## config.mk

```make
export PLATFORM = sky130hd
export DESIGN_NAME = mdio_master
export DESIGN_NICKNAME = d
export VERILOG_FILES = /design/src/rtl/mdio_pkg.sv /design/src/rtl/mdio_ctrl.sv /design/src/rtl/mdio_dp.sv /design/src/rtl/mdio_master.sv
export SDC_FILE = /design/constraint.sdc
export NUM_CORES = 1
export LEC_CHECK = 0
export BUFFER_PORTS_ARGS = -buffer_cell sky130_fd_sc_hd__buf_2
export CAP_MARGIN = 20
export CELL_PAD_IN_SITES_DETAIL_PLACEMENT = 1
export CELL_PAD_IN_SITES_GLOBAL_PLACEMENT = 2
export CORE_ASPECT_RATIO = 1.75
export CORE_MARGIN = 2
export CORE_UTILIZATION = 29
export CTS_CLUSTER_SIZE = 20
export DETAILED_ROUTE_END_ITERATION = 6
export HOLD_SLACK_MARGIN = 0.05
export PLACE_DENSITY_LB_ADDON = 0.25
export SLEW_MARGIN = 20
export SYNTH_ARGS = -nofsm -noshare
export SYNTH_HDL_FRONTEND = slang
export SYNTH_HIERARCHICAL = 1
export SYNTH_SLANG_ARGS = --single-unit
export TNS_END_PERCENT = 1
```

## constraint.sdc

```tcl
create_clock -name clk -period 2.37 [get_ports clk]
set_clock_uncertainty 0.05 [all_clocks]
set_input_delay 0.237 -clock clk [delete_from_list [all_inputs] [get_ports clk]]
set_output_delay 0.237 -clock clk [all_outputs]
set_load 0.02 [all_outputs]
```

## src/rtl/mdio_pkg.sv

```systemverilog
package mdio_pkg;

  localparam int FRAME_BITS = 64;
  localparam int TA_POS     = 46;  // first turnaround bit index
  localparam int DATA_POS   = 48;  // first data bit index
  localparam int DATA_BITS  = 16;
  localparam int ADDR_BITS  = 5;
  localparam int IDX_W      = $clog2(FRAME_BITS);

  // strobes from control to datapath
  typedef struct packed {
    logic load;     // capture host request into frame register
    logic shift;    // advance to next frame bit (falling MDC)
    logic sample;   // take mdioIn into read data (rising MDC)
    logic driveEn;  // master owns the data line
  } mdioStrobe_t;

endpackage

```

## src/rtl/mdio_ctrl.sv

```systemverilog
module mdio_ctrl
  import mdio_pkg::*;
#(
  parameter int SYS_CLK_NS = 20,
  parameter int HIGH_CNT   = 9,
  parameter int LOW_CNT    = 12,
  parameter int MIN_HI_NS  = 160,
  parameter int MIN_LO_NS  = 160,
  parameter int MIN_PER_NS = 400
) (
  input  logic        clk,
  input  logic        rstN,
  input  logic        start,
  input  logic        isRead,
  output mdioStrobe_t strb,
  output logic        mdc,
  output logic        done
);

  localparam int MIN_HI_CYC  = (MIN_HI_NS + SYS_CLK_NS - 1) / SYS_CLK_NS;
  localparam int MIN_LO_CYC  = (MIN_LO_NS + SYS_CLK_NS - 1) / SYS_CLK_NS;
  localparam int MIN_PER_CYC = (MIN_PER_NS + SYS_CLK_NS - 1) / SYS_CLK_NS;
  localparam int MAX_CNT     = (HIGH_CNT > LOW_CNT) ? HIGH_CNT : LOW_CNT;
  localparam int TW          = $clog2(MAX_CNT + 1);
  localparam int RW          = $clog2(MIN_PER_CYC + HIGH_CNT + LOW_CNT + 2) + 1;
  localparam logic [IDX_W-1:0] LAST_IDX = IDX_W'(FRAME_BITS - 1);

  // refuse configurations that break the MDC timing limits
  if (HIGH_CNT < MIN_HI_CYC) begin : g_hi_bad
    $error("mdio_ctrl: HIGH_CNT too small for minimum high time");
  end
  if (LOW_CNT < MIN_LO_CYC) begin : g_lo_bad
    $error("mdio_ctrl: LOW_CNT too small for minimum low time");
  end
  if (HIGH_CNT + LOW_CNT < MIN_PER_CYC) begin : g_per_bad
    $error("mdio_ctrl: HIGH_CNT + LOW_CNT too small for minimum period");
  end

  typedef enum logic [1:0] {S_IDLE, S_LOW, S_HIGH} phase_e;

  phase_e           phase;
  logic [TW-1:0]    timer;
  logic [IDX_W-1:0] bitIdx;
  logic             readQ;
  logic             mdcQ;
  logic             doneQ;

  wire timerZero = (timer == '0);

  always_ff @(posedge clk or negedge rstN) begin
    if (!rstN) begin
      phase  <= S_IDLE;
      timer  <= '0;
      bitIdx <= '0;
      readQ  <= 1'b0;
      mdcQ   <= 1'b0;
      doneQ  <= 1'b0;
    end else begin
      doneQ <= 1'b0;
      unique case (phase)
        S_IDLE: begin
          if (start) begin
            phase  <= S_LOW;
            timer  <= TW'(LOW_CNT - 1);
            bitIdx <= '0;
            readQ  <= isRead;
          end
        end
        S_LOW: begin
          if (timerZero) begin
            phase <= S_HIGH;
            mdcQ  <= 1'b1;
            timer <= TW'(HIGH_CNT - 1);
          end else begin
            timer <= timer - 1'b1;
          end
        end
        S_HIGH: begin
          if (timerZero) begin
            mdcQ <= 1'b0;
            if (bitIdx == LAST_IDX) begin
              phase <= S_IDLE;
              doneQ <= 1'b1;
            end else begin
              phase  <= S_LOW;
              timer  <= TW'(LOW_CNT - 1);
              bitIdx <= bitIdx + 1'b1;
            end
          end else begin
            timer <= timer - 1'b1;
          end
        end
        default: phase <= S_IDLE;
      endcase
    end
  end

  always_comb begin
    strb.load    = (phase == S_IDLE) && start;
    strb.shift   = (phase == S_HIGH) && timerZero && (bitIdx != LAST_IDX);
    strb.sample  = (phase == S_LOW) && timerZero && readQ &&
                   (bitIdx >= IDX_W'(DATA_POS));
    strb.driveEn = (phase != S_IDLE) &&
                   !(readQ && (bitIdx >= IDX_W'(TA_POS)));
  end

  assign mdc  = mdcQ;
  assign done = doneQ;

  // ---------------- timing checks ----------------
  logic          mdcSeen;
  logic [RW-1:0] runLen;
  logic [RW-1:0] lastHi;

  always_ff @(posedge clk or negedge rstN) begin
    if (!rstN) begin
      mdcSeen <= 1'b0;
      runLen  <= '0;
      lastHi  <= '0;
    end else begin
      mdcSeen <= mdcQ;
      if (mdcQ != mdcSeen)   runLen <= RW'(1);
      else if (runLen != '1) runLen <= runLen + 1'b1;
      if (mdcSeen && !mdcQ)  lastHi <= runLen;
    end
  end


  min_high_chk: assert property (@(posedge clk) disable iff (!rstN)
    $fell(mdcQ) |-> (int'(runLen) >= MIN_HI_CYC));


  min_low_chk: assert property (@(posedge clk) disable iff (!rstN)
    $rose(mdcQ) |-> (int'(runLen) >= MIN_LO_CYC));


  min_period_chk: assert property (@(posedge clk) disable iff (!rstN)
    ($rose(mdcQ) && (bitIdx != '0)) |-> (int'(runLen) + int'(lastHi) >= MIN_PER_CYC));


  done_single_chk: assert property (@(posedge clk) disable iff (!rstN)
    doneQ |=> !doneQ);


  done_mdc_low_chk: assert property (@(posedge clk) disable iff (!rstN)
    doneQ |-> !mdcQ);

endmodule

```

## src/rtl/mdio_dp.sv

```systemverilog
module mdio_dp
  import mdio_pkg::*;
(
  input  logic                 clk,
  input  logic                 rstN,
  input  mdioStrobe_t          strb,
  input  logic                 isRead,
  input  logic [ADDR_BITS-1:0] phyAddr,
  input  logic [ADDR_BITS-1:0] regAddr,
  input  logic [DATA_BITS-1:0] wrData,
  input  logic                 mdioIn,
  output logic                 mdioOut,
  output logic [DATA_BITS-1:0] rdData
);

  localparam int PRE_BITS = FRAME_BITS - 2 - 2 - 2*ADDR_BITS - 2 - DATA_BITS;

  logic [FRAME_BITS-1:0] frameQ;
  logic [FRAME_BITS-1:0] frameNew;
  logic [DATA_BITS-1:0]  rdQ;

  always_comb begin
    frameNew = {
      {PRE_BITS{1'b1}},
      2'b01,
      (isRead ? 2'b10 : 2'b01),
      phyAddr,
      regAddr,
      (isRead ? 2'b11 : 2'b10),
      (isRead ? {DATA_BITS{1'b1}} : wrData)
    };
  end

  always_ff @(posedge clk or negedge rstN) begin
    if (!rstN) begin
      frameQ <= '1;
      rdQ    <= '0;
    end else begin
      if (strb.load)       frameQ <= frameNew;
      else if (strb.shift) frameQ <= {frameQ[FRAME_BITS-2:0], 1'b1};
      if (strb.load)        rdQ <= '0;
      else if (strb.sample) rdQ <= {rdQ[DATA_BITS-2:0], mdioIn};
    end
  end

  assign mdioOut = frameQ[FRAME_BITS-1];
  assign rdData  = rdQ;


  read_release_chk: assert property (@(posedge clk) disable iff (!rstN)
    strb.sample |-> !strb.driveEn);


  load_exclusive_chk: assert property (@(posedge clk) disable iff (!rstN)
    strb.load |-> !(strb.shift || strb.sample));

endmodule

```

## src/rtl/mdio_master.sv

```systemverilog
module mdio_master
  import mdio_pkg::*;
#(
  parameter int SYS_CLK_NS = 20,
  parameter int HIGH_CNT   = 9,
  parameter int LOW_CNT    = 12
) (
  input  logic        clk,
  input  logic        rstN,
  input  logic        start,
  input  logic        isRead,
  input  logic [4:0]  phyAddr,
  input  logic [4:0]  regAddr,
  input  logic [15:0] wrData,
  output logic [15:0] rdData,
  output logic        done,
  output logic        mdc,
  output logic        mdioOut,
  output logic        mdioOe,
  input  logic        mdioIn
);

  mdioStrobe_t strb;

  mdio_ctrl #(
    .SYS_CLK_NS (SYS_CLK_NS),
    .HIGH_CNT   (HIGH_CNT),
    .LOW_CNT    (LOW_CNT)
  ) i_ctrl (
    .clk    (clk),
    .rstN   (rstN),
    .start  (start),
    .isRead (isRead),
    .strb   (strb),
    .mdc    (mdc),
    .done   (done)
  );

  mdio_dp i_dp (
    .clk     (clk),
    .rstN    (rstN),
    .strb    (strb),
    .isRead  (isRead),
    .phyAddr (phyAddr),
    .regAddr (regAddr),
    .wrData  (wrData),
    .mdioIn  (mdioIn),
    .mdioOut (mdioOut),
    .rdData  (rdData)
  );

  assign mdioOe = strb.driveEn;


  data_stable_high_chk: assert property (@(posedge clk) disable iff (!rstN)
    (mdc && $past(mdc)) |-> $stable(mdioOut));


  idle_quiet_chk: assert property (@(posedge clk) disable iff (!rstN)
    done |-> (!mdc && !mdioOe));

endmodule

```

### Word-level counts from Yosys, hierarchy flattened

Cells that the tools add are included.

* register bits after elaboration: 95
* bits in latches: 0
* bits in writable memories: 0
* memory bits (read-only): 0
* input port bits: 31
* output and inout port bits: 20
* memories kept: 0

* $add $sub $neg: 2
* multipliers: 0
* div/mod/pow operators: 0
* magnitude comparators: 2
* eq/ne operators: 9
* shift-type cells: 0
* mux-type cells: 27
* bitwise gates (word level): 0
* reductions and logical operators: 22

Operators by type and width (count)
* $mux 64: 2
* $mux 16: 3
* $mux 6: 3
* $mux 4: 4
* $ge 6x6->1 const B: 2
* $pmux 4 s3: 1
* $pmux 6 s2: 1
* $reduce_bool 2->1: 5
* $reduce_and 3->1: 3
* $logic_and 1x1->1: 8
* $mux 2: 4
* $mux 1: 7
* $add 6x1->6 const B: 1
* $eq 6x6->1 const B: 1
* $ne 6x6->1 const B: 1
* $pmux 2 s3: 1
* $logic_not 4->1: 1
* $ne 2x1->1 const B: 2
* $ne 2x2->1 const B: 2
* $reduce_and 4->1: 1
* $sub 4x1->4 const B: 1
* $ne 3x3->1 const B: 1
* $reduce_bool 3->1: 1
* $eq 2x1->1 const B: 1
* 5 further kinds: 5

### Depth between registers and ports, before layout

Gate-level depths: netlist of the first run.

* depth in word-level cells: 6
* mapped depth: 9
* gate-level depth less buffers: 7

### Modules after synthesis

The synthesis of the first run kept the hierarchy.

Modules (own cells, without submodules)
* mdio_dp: times used 1, cells an instance 275, area an instance 3617.2 µm², sequential area each 2082.0 µm²
* mdio_ctrl: times used 1, cells an instance 99, area an instance 934.6 µm², sequential area each 375.4 µm²

### Worst setup path after synthesis of the first run

No wires, ideal clock.

* kind: reg2reg
* from: register i_ctrl.timer[0]
* to: register i_dp.rdQ[5] (netlist: i_dp/rdData[5])
* setup time: 0.132 ns
* arrival time: 1.858 ns
* data required time: 2.188 ns
* slack: 0.330 ns
* cell stages (with the launch flop): 10
* clock period less this slack: 2.040 ns
* cells stage by stage: dfrtp_1 > inv_1 > ha_1 > nor3b_1 > nand2_1 > nor2_1 > buf_2 > buf_4 > mux2i_1 > nor2_1

RTL lines
* start: declaration: line mdio_ctrl.sv:42 `logic [TW-1:0] timer;`
* start signal: assignment: line mdio_ctrl.sv:64 `timer <= TW'(LOW_CNT - 1);`
* start signal: assignment: line mdio_ctrl.sv:73 `timer <= TW'(HIGH_CNT - 1);`
* start signal: assignment: line mdio_ctrl.sv:75 `timer <= timer - 1'b1;`
* end signal: assignment: line mdio_dp.sv:42 `else if (strb.sample) rdQ <= {rdQ[DATA_BITS-2:0], mdioIn};`
* end: declaration: line mdio_dp.sv:20 `logic [DATA_BITS-1:0] rdQ;`

### Final worst setup path of the first run

* from: register i_ctrl.timer[0]
* to: register i_ctrl.timer[1]

* cells in the longest elaborated chain, start to end: 3
* elaborated cells between the ends (all ways): 7
* classes of those cells: add/sub (1); eq/ne (1); mux (3); reduce/logical (2)

Ends and longest elaborated chain
* $sub 4x1->4 / $logic_not 4->1 (equally long branches): line mdio_ctrl.sv:75, mdio_ctrl.sv:90, mdio_ctrl.sv:48
* $mux 4 (tied with other cells): line mdio_ctrl.sv:79 `if (timerZero) begin`
* $pmux 4 s3 / $reduce_and 3->1 (equally long branches)

Several ways; a longest one is shown, not always the timed one.
A chain may end at the register's enable or synchronous reset.

==> impl_metrics.csv, run 1 <==
group,metric,value,unit
cts,cts_buffer_depth,2,
logic_synthesis,yosys_most_used_dff,"dfstp_2",
run_status,status,"complete, no violations",
timing,rsz0062_at_grt,"false",
power,power.share.sequential,0.462,
critical_path,crit_required,2.55,ns
die,die_area,16800,µm²
logic_synthesis,ys_ff_latch,95,
drt,drt_iter0_markers,88,
critical_path,critPathKind,"register to register",
die,core_area,15400,µm²
drt,dr.pass1.iters,4,
placement,numPortBuffers,50,
cts,cts-resized-gates,0,
power,comb_power_share,0.268,
grt,grt_overflow,0,
cells_and_area,fill_cells,1656,
timing,hold_viol,0,
critical_path,r2r_slack,0.28,ns
placement,dp_hpwl,6.84,mm
timing,max_slew_margin,0.573,
drt,vias,2996,
power,ir_drop,0.441,mV
drt,route.detailed.drc,0,
power,clock_power_share,0.270,
timing,worstMarginPinSlew,0.640,ns
critical_path,critPathSlowestCell,"or3b_2",
cells_and_area,final_util,0.348,
logic_synthesis,synth_fp_nets,412,
critical_path,r2r-start,"i_ctrl/timer[0]$_DFFE_PN0P_",
hold_path,worstHoldStart,"regAddr[4]",
logic_synthesis,synth-edff-count,0,
critical_path,cp-end-kind,"register",
die,io-pin-count,51,
timing,fin_tns_setup,0,ns
cells_and_area,fin_area,5350,µm²
critical_path,r2r_cells,6,
critical_path,slowest_delay,0.52,ns
cts,insertion_delay,0.34,ns
cells_and_area,finalNonFillerCells,618,
cts,htree_levels,3,
cells_and_area,layout.nets,465,
logic_synthesis,syn_inst,374,
die,die_h,170,µm
cts,path_clk_slew,0.07,ns
grt,antenna_found_initial,0,
die,start_util,0.296,
cells_and_area,multi_input_area,1890,µm²
cts,tritoncts,"built",
placement,dp_cells,598,
cells_and_area,seq_area,2460,µm²
grt,grt_max_degree,53,
die,die_x,98.7,µm
critical_path,startpoint,"i_ctrl/timer[0]$_DFFE_PN0P_",
grt,grt_pass1_wl,16.7,mm
cts,cts_sinks,95,
critical_path,worstPathArrival,2.27,ns
logic_synthesis,synth_area_per_cell,12.2,µm²
power,powerDensity,956,nW/µm²
logic_synthesis,ys_seq_area_frac,0.540,
logic_synthesis,synthArstFlopShare,1.00,
critical_path,path_cells,"inv_1 > ha_1 > or3b_2 > a21oi_1 > o21ai_0 > mux2_2",
drt,routed_via_density,4.85,
logic_synthesis,syn_area,4550,µm²
placement,place_area,5030,µm²
power,swShare,0.303,
hold_path,hold_path.class,"primary input to register",
power,p_sw,1.55,mW
power,p_int,3.57,mW
critical_path,cp_max_fo,5,
timing,maxSlewViolCount,0,
drt,drt-wirelength-per-cell,15.7,µm
job,cap_violations,0,
timing,setup_viol,0,
critical_path,r2r_end,"i_ctrl/timer[1]$_DFFE_PN0P_",
timing,fmax,479,MHz
drt,ant_nets,0,
cells_and_area,drive_gt1_frac,0.398,
timing,finalCritPeriodShare,0.881,
critical_path,endpoint,"i_ctrl/timer[1]$_DFFE_PN0P_",
cts,cts_buffers,9,
placement,gp_congestion,0.735,
die,num_rows,60,
logic_synthesis,synth_warnings,6,
grt,grt_usage,0.124,
power,leakage,2.09,nW
cells_and_area,area_growth,17.6,%
drt,wirelength,9.72,mm
cells_and_area,antennaDiodeCount,0,
grt,grt_pass1_vias,3326,
cts,cts_root_buffer,"clkbuf_16",
critical_path,critPathLaunchType,"register",
logic_synthesis,ys_types,48,
timing,fin_crit,2.09,ns
## flip-flops by register name, summed over array words and instances (netlist names)
register,cells
i_ctrl/bitIdx,6
i_ctrl/done,1
i_ctrl/mdc,1
i_ctrl/phase,2
i_ctrl/readQ,1
i_ctrl/timer,4
i_dp/frameQ,64
i_dp/rdData,16
## cells in the final DEF, fill, tap and decap left out, types with 2 or more instances in the layout
cell type	n
mux2_4	15
clkbuf_16	9
a31oi_1	2
mux2i_1	28
mux2_2	3
mux2_1	2
o31ai_1	3
nor2_1	21
clkinv_4	3
nand2_1	16
ha_1	7
nand3_1	7
nand2b_1	2
o22a_1	15
buf_2	49
dfrtp_1	31
o21ai_1	11
nor2b_1	35
inv_1	7
o21ai_0	7
o21a_1	4
buf_4	13
a21oi_1	6
nor3_1	3
buf_12	4
a211o_1	34
dlygate4sd3_1	4
clkinv_2	2
dfstp_2	64
## layer usage
layer,vias up,wire (µm),track usage
met5,-,0,0
li1,1438,-,-
met1,1522,4070,0.145
met4,0,138,0.0447
met2,26,5280,0.223
met3,10,224,0.0239
## how the worst min path moves through the flow
stage,endpoint,cells after the start
after floorplan,i_ctrl/bitIdx[0]$_DFFE_PN0P_,0
after global placement,i_ctrl/timer[0]$_DFFE_PN0P_,1
final,i_dp/frameQ[22]$_DFFE_PN1P_,3
after global routing,i_dp/frameQ[5]$_DFFE_PN1P_,2
after CTS,i_dp/frameQ[27]$_DFFE_PN1P_,3
after detailed placement,i_ctrl/timer[2]$_DFFE_PN0P_,1
## worst max-delay path, delay by kind of cell (launching register included)
kind / cells / cell delay (ns)
compound gates: 2 / 0.41
fa+ha+maj: 1 / 0.22
buf+inv: 1 / 0.10
flops: 1 / 0.42
mux: 1 / 0.27
simple gates: 1 / 0.52
## metrics by stage
| stage | hold WS, ns | total power [mW] | setup WS (ns) |
|---|---|---|---|
| finish | 0.0630 | 5.12 | 0.281 |
| global route | 0.0663 | 5.47 | 0.107 |
| CTS | 0.0557 | 5.22 | 0.273 |
| detailed placement | 0.264 | 3.79 | 0.278 |
| global placement | 0.259 | 3.74 | 0.332 |
| floorplan | -0.109 | 3.37 | 0.330 |
## power by group through the flow
stage	combinational [mW]	clock (mW)	sequential, mW
floorplan	1.05	0	2.32
global placement	1.36	0	2.38
detailed placement	1.39	0	2.39
CTS	1.41	1.44	2.37
global route	1.55	1.51	2.41
finish	1.37	1.38	2.36
## logic make-up (layout without fill, tap and decap cells)
| kind of cell | count (synthesis) | count (layout) | synth area share |
|---|---|---|---|
| multiplexers | 48 | 48 | 0.123 |
| flip-flops | 95 | 95 | 0.540 |
| AO/OA/AOI/OAI | 94 | 94 | 0.158 |
| AND/OR/NAND/NOR | 94 | 94 | 0.110 |
| buffers and inverters | 36 | 94 | 0.0498 |
| adder cells (fa/ha/maj) | 7 | 7 | 0.0192 |
## synthesized netlist by cell type, types with 3 or more instances
master / count / area [µm²]
a211o_1: 34 / 298
mux2_2: 3 / 33.8
buf_4: 3 / 22.5
clkbuf_1: 6 / 22.5
nor2_1: 22 / 82.6
nand3_1: 7 / 35.0
dfrtp_1: 31 / 776
a31oi_1: 3 / 18.8
a21oi_1: 6 / 30.0
nor3_1: 3 / 15.0
o22a_1: 15 / 131
o21ai_0: 7 / 35.0
buf_2: 7 / 35.0
o21a_1: 4 / 30.0
o31ai_1: 3 / 22.5
ha_1: 7 / 87.6
mux2_4: 15 / 225
dfstp_2: 64 / 1680
buf_6: 8 / 90.1
o21ai_1: 11 / 55.1
buf_1: 3 / 11.3
nand2_1: 16 / 60.1
mux2i_1: 28 / 280
inv_1: 8 / 30.0
nor2b_1: 35 / 219
## area by class of cell
class | count | share of cell area
well taps | 186 | 0.0435
multi-input cells | 243 | 0.352
clock inverters | 6 | 0.00842
flip-flops and latches | 95 | 0.459
clock buffers | 10 | 0.0446
repair buffers | 70 | 0.0865
inverters | 8 | 0.00561
## repair_timing
item,4_1_cts,5_1_grt
setup buffers,0,0
hold buffers,4,0
endpoints found under the hold margin,24,0
Note: power is estimated with default switching activity, not from simulation.
==> inputs of run 2 (changes only) <==
==> constraint.sdc (replaced) <==
create_clock -name clk -period 1.98 [get_ports clk]
set_clock_uncertainty 0.05 [all_clocks]
set_input_delay 0.198 -clock clk [delete_from_list [all_inputs] [get_ports clk]]
set_output_delay 0.198 -clock clk [all_outputs]
set_load 0.02 [all_outputs]
==> impl_metrics.csv, run 2 (synthesized netlist as in run 1, its figures left out) <==
group,metric,value,unit
drt,wirelength,10.5,mm
cells_and_area,largest_reg_flops,64,
critical_path,critPathLaunchType,"register",
cts,insertion_delay,0.34,ns
critical_path,r2r_cells,6,
timing,rsz0062_at_grt,"true",
cells_and_area,layout.nets,507,
die,die_h,170,µm
drt,route.detailed.drc,0,
critical_path,slowest_delay,0.42,ns
hold_path,hold_path.class,"primary input to register",
timing,fmax,524,MHz
cts,cts_buffer_depth,2,
critical_path,critPathKind,"register to register",
critical_path,cp-end-kind,"register",
timing,maxSlewViolCount,0,
die,core_area,15400,µm²
power,leakage,2.35,nW
cts,cts_sinks,95,
timing,fin_crit,1.91,ns
critical_path,path_cells,"inv_2 > ha_1 > and2b_2 > a311o_2 > or3_4 > a21boi_1",
die,die_area,16800,µm²
cts,cts_root_buffer,"clkbuf_16",
drt,drt_iter0_markers,84,
critical_path,cp.buffers_inverters,1,
timing,max_slew_margin,0.661,
grt,grt_usage,0.133,
die,num_rows,60,
grt,grt_max_degree,47,
cells_and_area,mostFrequentLayoutCell,"dfstp_2",
hold_path,min_to,"i_dp/frameQ[18]$_DFFE_PN1P_",
placement,numPortBuffers,50,
cells_and_area,finalNonFillerCells,660,
hold_path,worstHoldStart,"regAddr[0]",
power,ir_drop,0.813,mV
cells_and_area,drive_gt1_frac,0.428,
critical_path,r2r_slack,0.07,ns
timing,worstMarginPinSlew,0.508,ns
critical_path,crit_required,2.20,ns
cts,htree_levels,3,
power,powerDensity,1140,nW/µm²
hold_path,hold_depth,3,
job,cap_violations,0,
critical_path,worstPathArrival,2.13,ns
timing,fin_tns_setup,0,ns
critical_path,cp_max_fo,5,
placement,dp_hpwl,6.82,mm
grt,grtUsageMet2,0.238,
drt,vias,3215,
cts,path_clk_slew,0.07,ns
placement,dp_cells,610,
critical_path,critPathSlowestCell,"dfrtp_2",
critical_path,cp_top_family,"simple AND/OR/NAND/NOR gates",
cells_and_area,fill_cells,1624,
drt,routed_via_density,4.87,
die,io-pin-count,51,
grt,grt_busiest_layer,"met2",
run_status,status,"complete, no violations",
cts,cts_buffers,9,
grt,antenna_found_initial,0,
die,die_x,98.7,µm
timing,hold_ws,0.0545,ns
die,start_util,0.296,
grt,grt_pass1_wl,18.1,mm
timing,setup_viol,0,
grt,grt_overflow,0,
cells_and_area,area_growth,30.5,%
cells_and_area,antennaDiodeCount,0,
placement,gp_congestion,0.719,
critical_path,r2r-start,"i_ctrl/phase[1]$_DFFE_PN0P_",
drt,ant_nets,0,
timing,hold_viol,0,
grt,grt_pass1_vias,3631,
cts,tritoncts,"built",
critical_path,r2r_end,"i_ctrl/bitIdx[2]$_DFFE_PN0P_",
grt,met3_usage,0.0185,
grt,use_met1,0.159,
cells_and_area,top_register,"i_dp/frameQ",
cells_and_area,final_cell_mix,"dfstp_2, buf_2, nor2b_1",
timing,finalCritPeriodShare,0.965,
drt,dr.pass1.iters,4,
drt,drt-wirelength-per-cell,16.0,µm
[run 2: changes by cell type in the layout (fill, tap and decap cells not counted), moves of 2 or more]
cell / change
dlygate4sd3_1: +21
buf_4: +12
buf_12: +4
inv_1: -4
inv_2: +4
buf_6: +2
bufinv_16: +2
clkbuf_16: +2
clkinv_4: -2
ha_1: -2
ha_4: +2
[run 2: metal layers]
layer	up-vias	share of wire
met1	1648	0.41
met2	29	0.56
met3	10	0.016
li1	1528	-
met4	0	0.016
met5	-	0
[run 2: area by class of cell]
cell class              count  area, µm²  share of cell area
flip-flops and latches     95       2460               0.414
multi-input cells         244       1950               0.328
repair buffers            111        918               0.155
clock buffers              12        278              0.0468
well taps                 186        233              0.0392
clock inverters             4       73.8              0.0124
inverters                   8       30.0             0.00506
[run 2: how the worst max path moves through the flow]
stage | startpoint | end | slack (ns) | depth (start not counted)
6_report | i_ctrl/phase[1]$_DFFE_PN0P_ | i_ctrl/bitIdx[2]$_DFFE_PN0P_ | 0.07 | 6
5_1_grt | i_ctrl/timer[0]$_DFFE_PN0P_ | i_dp/frameQ[2]$_DFFE_PN1P_ | -0.02 | 8
4_1_cts | i_ctrl/phase[0]$_DFFE_PN0P_ | i_dp/frameQ[1]$_DFFE_PN1P_ | -0.02 | 8
3_5_place_dp | i_ctrl/timer[1]$_DFFE_PN0P_ | i_dp/frameQ[1]$_DFFE_PN1P_ | -0.02 | 7
3_3_place_gp | i_ctrl/timer[0]$_DFFE_PN0P_ | i_dp/frameQ[1]$_DFFE_PN1P_ | 0.01 | 7
2_1_floorplan | i_ctrl/phase[0]$_DFFE_PN0P_ | i_dp/frameQ[10]$_DFFE_PN1P_ | 0.02 | 8
[run 2: what timing repair did]
item,4_1_cts,5_1_grt
hold endpoints to repair,29,0
cloned,1,2
setup buffers,1,5
endpoints found under the setup margin,16,42
hold buffers,25,0
pin swaps,0,7
gates resized for setup,4,12
[run 2: worst min-delay path, delay by kind of cell]
family	cells	cell delay, ns
buffers and inverters	1	0.09
and+or+nand+nor	1	0.08
AOI/OAI and AO/OA	1	0.06
[run 2: power by group]
| part | internal (mW) | switching (mW) |
|---|---|---|
| logic | 0.996 | 0.945 |
| registers | 2.57 | 0.245 |
| clock network | 1.25 | 0.742 |
| total | 4.82 | 1.93 |
[run 2: metrics by stage]
stage | instance area [µm²] | setup slack [ns] | util | power [mW]
after floorplan | 4560 | 0.0153 | - | 4.04
after global placement | 5170 | 0.0106 | 0.336 | 4.62
after detailed placement | 5170 | -0.0184 | 0.336 | 4.67
after CTS | 5840 | -0.0165 | 0.380 | 6.78
after global routing | 5940 | -0.0239 | 0.386 | 7.16
final | 5940 | 0.0702 | 0.386 | 6.75
